File: src/rtl/irq_gw_pkg.sv
package irq_gw_pkg;
  localparam logic [2:0] MD_OFF    = 3'd0;
  localparam logic [2:0] MD_DETACH = 3'd1;
  localparam logic [2:0] MD_RISE   = 3'd4;
  localparam logic [2:0] MD_FALL   = 3'd5;
  localparam logic [2:0] MD_HIGH   = 3'd6;
  localparam logic [2:0] MD_LOW    = 3'd7;

  localparam int DLG_BIT   = 10;
  localparam int GIE_BIT   = 8;
  localparam int DMODE_BIT = 2;
  localparam int BORD_BIT  = 0;

  localparam int ADR_DOMAIN = 'h0000;
  localparam int ADR_SETEN  = 'h1EDC;
  localparam int ADR_CLREN  = 'h1FDC;

  function automatic logic mode_is_off(input logic [2:0] m);
    return (m == MD_OFF) || (m == 3'd2) || (m == 3'd3);
  endfunction
endpackage

File: src/rtl/irq_gw_sync.sv
module irq_gw_sync #(
  parameter int W      = 8,
  parameter int STAGES = 2
) (
  input  logic         clk,
  input  logic         rst,
  input  logic [W-1:0] d,
  output logic [W-1:0] lvl,
  output logic [W-1:0] prev
);
  logic [W-1:0] stg [STAGES];

  always_ff @(posedge clk) begin
    if (rst) begin
      for (int k = 0; k < STAGES; k++) stg[k] <= '0;
      prev <= '0;
    end else begin
      stg[0] <= d;
      for (int k = 1; k < STAGES; k++) stg[k] <= stg[k-1];
      prev <= stg[STAGES-1];
    end
  end

  assign lvl = stg[STAGES-1];
endmodule

File: src/rtl/irq_gw_slot.sv
module irq_gw_slot
  import irq_gw_pkg::*;
(
  input  logic       clk,
  input  logic       rst,
  input  logic       cfg_we,
  input  logic [2:0] cfg_mode,
  input  logic       cfg_dlg,
  input  logic       set_en,
  input  logic       clr_en,
  input  logic       claim,
  input  logic       lvl,
  input  logic       prev,
  output logic [2:0] mode_q,
  output logic       dlg_q,
  output logic       pend_q,
  output logic       en_q,
  output logic       off,
  output logic       detached
);
  logic pend_nx;

  assign off      = mode_is_off(mode_q);
  assign detached = (mode_q == MD_DETACH);

  always_comb begin
    unique case (mode_q)
      MD_RISE:   pend_nx = (lvl & ~prev) | (pend_q & ~claim);
      MD_FALL:   pend_nx = (~lvl & prev) | (pend_q & ~claim);
      MD_HIGH:   pend_nx = lvl & ~claim;
      MD_LOW:    pend_nx = ~lvl & ~claim;
      MD_DETACH: pend_nx = pend_q & ~claim;
      default:   pend_nx = 1'b0;
    endcase
  end

  always_ff @(posedge clk) begin
    if (rst) begin
      mode_q <= MD_OFF;
      dlg_q  <= 1'b0;
      pend_q <= 1'b0;
      en_q   <= 1'b0;
    end else if (cfg_we) begin
      mode_q <= cfg_mode;
      dlg_q  <= cfg_dlg;
      pend_q <= 1'b0;
      if (mode_is_off(cfg_mode)) en_q <= 1'b0;
    end else begin
      pend_q <= pend_nx;
      if (off)         en_q <= 1'b0;
      else if (set_en) en_q <= 1'b1;
      else if (clr_en) en_q <= 1'b0;
    end
  end
endmodule

File: src/rtl/irq_src_gateway.sv
module irq_src_gateway
  import irq_gw_pkg::*;
#(
  parameter int NUM_SRC = 8,
  parameter int ADDR_W  = 14,
  parameter int DATA_W  = 32,
  parameter int SYNC_STAGES = 2,
  localparam int ID_W   = $clog2(NUM_SRC + 1)
) (
  input  logic              clk,
  input  logic              rst,
  input  logic              wr_en,
  input  logic [ADDR_W-1:0] wr_addr,
  input  logic [DATA_W-1:0] wr_data,
  input  logic [ADDR_W-1:0] rd_addr,
  output logic [DATA_W-1:0] rd_data,
  input  logic [NUM_SRC-1:0] src_in,
  input  logic              claim_valid,
  input  logic [ID_W-1:0]   claim_id,
  output logic [NUM_SRC-1:0] pending,
  output logic [NUM_SRC-1:0] ready
);
  localparam int IDX_W = ADDR_W - 2;

  logic [NUM_SRC-1:0] lvl, prev, en_vec, off_vec, detach_vec, dlg_vec;
  logic [2:0]         mode_arr [NUM_SRC];
  logic [GIE_BIT:0]   dom_q;
  logic               gie;
  logic [IDX_W-1:0]   wr_idx, rd_idx;
  logic               wr_algn, rd_algn, wr_set, wr_clr;
  logic [DATA_W-1:0]  rd_nx;

  assign wr_idx  = wr_addr[ADDR_W-1:2];
  assign rd_idx  = rd_addr[ADDR_W-1:2];
  assign wr_algn = (wr_addr[1:0] == 2'b00);
  assign rd_algn = (rd_addr[1:0] == 2'b00);
  assign wr_set  = wr_en && (wr_addr == ADDR_W'(ADR_SETEN));
  assign wr_clr  = wr_en && (wr_addr == ADDR_W'(ADR_CLREN));
  assign gie     = dom_q[GIE_BIT];

  irq_gw_sync #(.W(NUM_SRC), .STAGES(SYNC_STAGES)) u_sync (
    .clk(clk), .rst(rst), .d(src_in), .lvl(lvl), .prev(prev)
  );

  for (genvar i = 0; i < NUM_SRC; i++) begin : g_slot
    logic cfg_we_i, set_i, clr_i, claim_i;
    assign cfg_we_i = wr_en && wr_algn && (wr_idx == IDX_W'(i + 1));
    assign set_i    = wr_set && (wr_data == DATA_W'(i + 1));
    assign clr_i    = wr_clr && (wr_data == DATA_W'(i + 1));
    assign claim_i  = claim_valid && (claim_id == ID_W'(i + 1));

    irq_gw_slot u_slot (
      .clk(clk), .rst(rst),
      .cfg_we(cfg_we_i), .cfg_mode(wr_data[2:0]), .cfg_dlg(wr_data[DLG_BIT]),
      .set_en(set_i), .clr_en(clr_i), .claim(claim_i),
      .lvl(lvl[i]), .prev(prev[i]),
      .mode_q(mode_arr[i]), .dlg_q(dlg_vec[i]), .pend_q(pending[i]),
      .en_q(en_vec[i]), .off(off_vec[i]), .detached(detach_vec[i])
    );
  end

  always_ff @(posedge clk) begin
    if (rst) begin
      dom_q <= '0;
    end else if (wr_en && (wr_addr == ADDR_W'(ADR_DOMAIN))) begin
      dom_q <= '0;
      dom_q[GIE_BIT]   <= wr_data[GIE_BIT];
      dom_q[DMODE_BIT] <= wr_data[DMODE_BIT];
      dom_q[BORD_BIT]  <= wr_data[BORD_BIT];
    end
  end

  always_comb begin
    rd_nx = '0;
    if (rd_addr == ADDR_W'(ADR_DOMAIN)) begin
      rd_nx[GIE_BIT:0] = dom_q;
    end else if (rd_algn) begin
      for (int i = 0; i < NUM_SRC; i++) begin
        if (rd_idx == IDX_W'(i + 1)) begin
          rd_nx[2:0]     = mode_arr[i];
          rd_nx[DLG_BIT] = dlg_vec[i];
        end
      end
    end
  end

  always_ff @(posedge clk) begin
    if (rst) begin
      rd_data <= '0;
      ready   <= '0;
    end else begin
      rd_data <= rd_nx;
      ready   <= gie ? (pending & en_vec) : '0;
    end
  end
endmodule

File: config.mk
export PLATFORM = sky130hd
export DESIGN_NAME = irq_src_gateway
export DESIGN_NICKNAME = d
export VERILOG_FILES = /design/src/rtl/irq_gw_pkg.sv /design/src/rtl/irq_gw_sync.sv /design/src/rtl/irq_gw_slot.sv /design/src/rtl/irq_src_gateway.sv
export SDC_FILE = /design/constraint.sdc
export NUM_CORES = 1
export LEC_CHECK = 0
export BUFFER_PORTS_ARGS = -buffer_cell sky130_fd_sc_hd__buf_4
export CAP_MARGIN = 20
export CORE_MARGIN = 5
export CORE_UTILIZATION = 48
export DETAILED_ROUTE_END_ITERATION = 16
export GPL_ROUTABILITY_DRIVEN = 0
export GPL_TIMING_DRIVEN = 1
export PLACE_DENSITY_LB_ADDON = 0.25
export SYNTH_ARGS = -nofsm -noshare
export SYNTH_HDL_FRONTEND = slang
export SYNTH_SLANG_ARGS = --single-unit
File: constraint.sdc
create_clock -name clk -period 2.5 [get_ports clk]
set_clock_uncertainty 0.15 [all_clocks]
set_input_delay 0.5 -clock clk [delete_from_list [all_inputs] [get_ports clk]]
set_output_delay 0.5 -clock clk [all_outputs]
set_load 0.05 [all_outputs]
==> metrics.txt <==
# hold bufs at CTS=0; highest cell delay on the worst timing path=580 ps; Area Overhead vs Synth=22.48%; IO Port Bufs=96; multi-input logic area=2496 um2; die area=11,610 um2; leakage power=0.002312 uW; post-route cell area=5618 um2; first-pass GRT wire length=19.91 mm; Slew headroom=58.29%; post-synthesis sequential area ratio=38.41%; asr flop ratio synth=0%; Slew @ Worst Pin=625.7 ps; Final period util=89.63%; final hold viol count=0; PwrDens=523.3 nW/um2; gr ovfl total=0; Rows=35; via count=4,188; final net count=704; worst path cell trace=buf_4 > or3_1 > or4_4 > nor4_4 > nand3_1 > and3_1; placed cell areas=5374 um2; initial antenna violation count=0; Flop pwr share=48.5%; status=complete, no violations; DRC viols=0; most frequent cells in the layout=118 x buf_4, 88 x dfxtp_1, 50 x nor2_1, 50 x nand2_1, 34 x nor2b_1; DP HPWL=9.500 mm; CP startpoint kind=primary input; CP Data Required Time=2610 ps; count of distinct cell types in the synthesized netlist=62; Arrival @ worst endpoint=2350 ps; clk slew on worst S/H paths=90 ps; Sum Neg Setup Slack=0 ps; Post-Synthesis Cells=531; # Post-CTS Setup Buffers=0; Slowest-stage cell, CP=or4_4; Max Freq=446.3 MHz; largest net degree at the start of global routing=39; CTS resizes=0; Die W=107.8 um; final WL=12.40 mm; total power=2940 uW; fin crit period=2241 ps; IO Count=124; DRT iter0 DRCs=260; drt pass-1 iters=5; Max Cap Viol=0; Root Buffer=clkbuf_8; Internal=2201 uW; DRT antenna net count=0; Synth Cell Area=4587 um2; Post-Place Cells=746; most common library cell in the layout ignoring fill and taps=buf_4; Post-synth EDFFs=0; crit path max fanout=6; final cell count without fillers=762; RSZ-0062 raised after global routing=false; YS warnings=0; Syn Area/Cell=8.638 um2; register bit total from synthesis=88; worst vdd ir=0.3346 mV; Starting Density=49.41%; Net Sw Frac=25.13%; Worst-Skew Late Latency=360 ps; Reg area=1762 um2; critical setup path kind=primary input to flip-flop; synth top area cells=dfxtp_1 38%, mux2i_1 6.5%, buf_4 5.9%; H-tree depth=3; Crit. End Element=flip-flop; clk buf depth=2; Clock Power Share=40.5%; DR WL/cell=16.28 um; Core Region=9284 um2; Pins Over Slew Limit=0; CTS sink count=88; Yosys top cell area share=38.41%; GRT Total Usage=21.56%; antenna cells=0; Finished Core Util=60.51%; Final setup viols=0; CTS buffer count=9; fill count=851; Synth Flop Type=dfxtp_1; CTS tree=built; die height=107.8 um; Sw Pwr=738.9 uW; vias in the first global route=4,036; share of cells above drive strength 1=24.64%; worst min-delay path category=primary input to flip-flop; Comb pwr share=11.1%; Vias/cell=5.496; cell taking the most area after synthesis=dfxtp_1
[state kept, by name, summed over array words and instances (netlist names)]
| signal | cells |
|---|---|
| dom_q | 3 |
| g_slot.u_slot.dlg_q | 8 |
| g_slot.u_slot.en_q | 8 |
| g_slot.u_slot.mode_q | 24 |
| g_slot.u_slot.pend_q | 8 |
| rd_data | 5 |
| ready | 8 |
| u_sync.prev | 8 |
| u_sync.stg | 16 |
[power groups by stage]
stage | sequential [uW] | clock [uW] | combinational (uW)
5_1_grt | 1430 | 1270 | 347
3_5_place_dp | 1460 | 0 | 323
3_3_place_gp | 1460 | 0 | 318
2_1_floorplan | 1450 | 0 | 221
4_1_cts | 1420 | 1200 | 323
6_report | 1420 | 1190 | 326
[routing by layer]
metal	vias to the layer above	wire, um	share of wire (%)	GRT usage (%)
li1	2033	-	-	-
met1	1980	5062	41	27.38
met2	145	6312	51	37.34
met3	30	731	5.9	3.239
met4	0	295	2.4	6.943
met5	-	0	0	0
[layout make-up]
cell class	count	share of cell area, %
flip-flops and latches	88	31.36
clock inverters	7	2.138
inverters	13	0.8686
repair buffers	119	16.12
well taps	129	2.873
multi-input cells	397	44.43
clock buffers	9	2.205
[through the flow]
stage | setup slack (ps) | hold WS, ps
after detailed placement | -72.38 | 274.2
final | 259.3 | 197.3
after floorplan | 21.54 | 263.8
after global placement | -62.81 | 267.8
after global routing | 180.3 | 191.3
after CTS | 278.9 | 187.7
[worst max-delay path, delay by kind of cell]
kind	cells	cell delay, ps
buffers and inverters	1	110
and+or+nand+nor	5	1740
[cells by family after synthesis]
group,Yosys count,share of synthesized area (%)
XOR/XNOR,2,0.3820
flip-flops,88,38.41
other,1,0.08175
buffers and inverters,72,9.302
AND/OR/NAND/NOR,239,29.76
multiplexers,37,8.756
AO/OA/AOI/OAI,92,13.31
[path summary, 6_finish.rpt]
path | start | endpoint | slack [ps] | depth (start not counted)
hold / removal | src_in[4] | u_sync.stg[0][4] | 200 | 2
setup / recovery | wr_addr[1] | g_slot[1].u_slot.en_q | 260 | 6
setup reg to reg | g_slot[3].u_slot.mode_q[0] | g_slot[3].u_slot.pend_q | 660 | 5
hold reg to reg | u_sync.stg[0][5] | u_sync.stg[0][13] | 290 | 1
[synthesized netlist by cell type (all sizes together) (5+ instances only)]
cell type / count
o22ai: 8
mux2: 5
dfxtp: 88
and3: 15
nor3: 9
nor3b: 6
a41oi: 5
nand4: 6
nor2: 50
nor2b: 34
o21ai: 15
clkbuf: 14
inv: 13
a31oi: 7
mux2i: 30
a21oi: 26
nand3: 14
nand2: 50
nand2b: 11
buf: 45
nor4: 17
No activity file was read; power rests on OpenSTA's default activity.
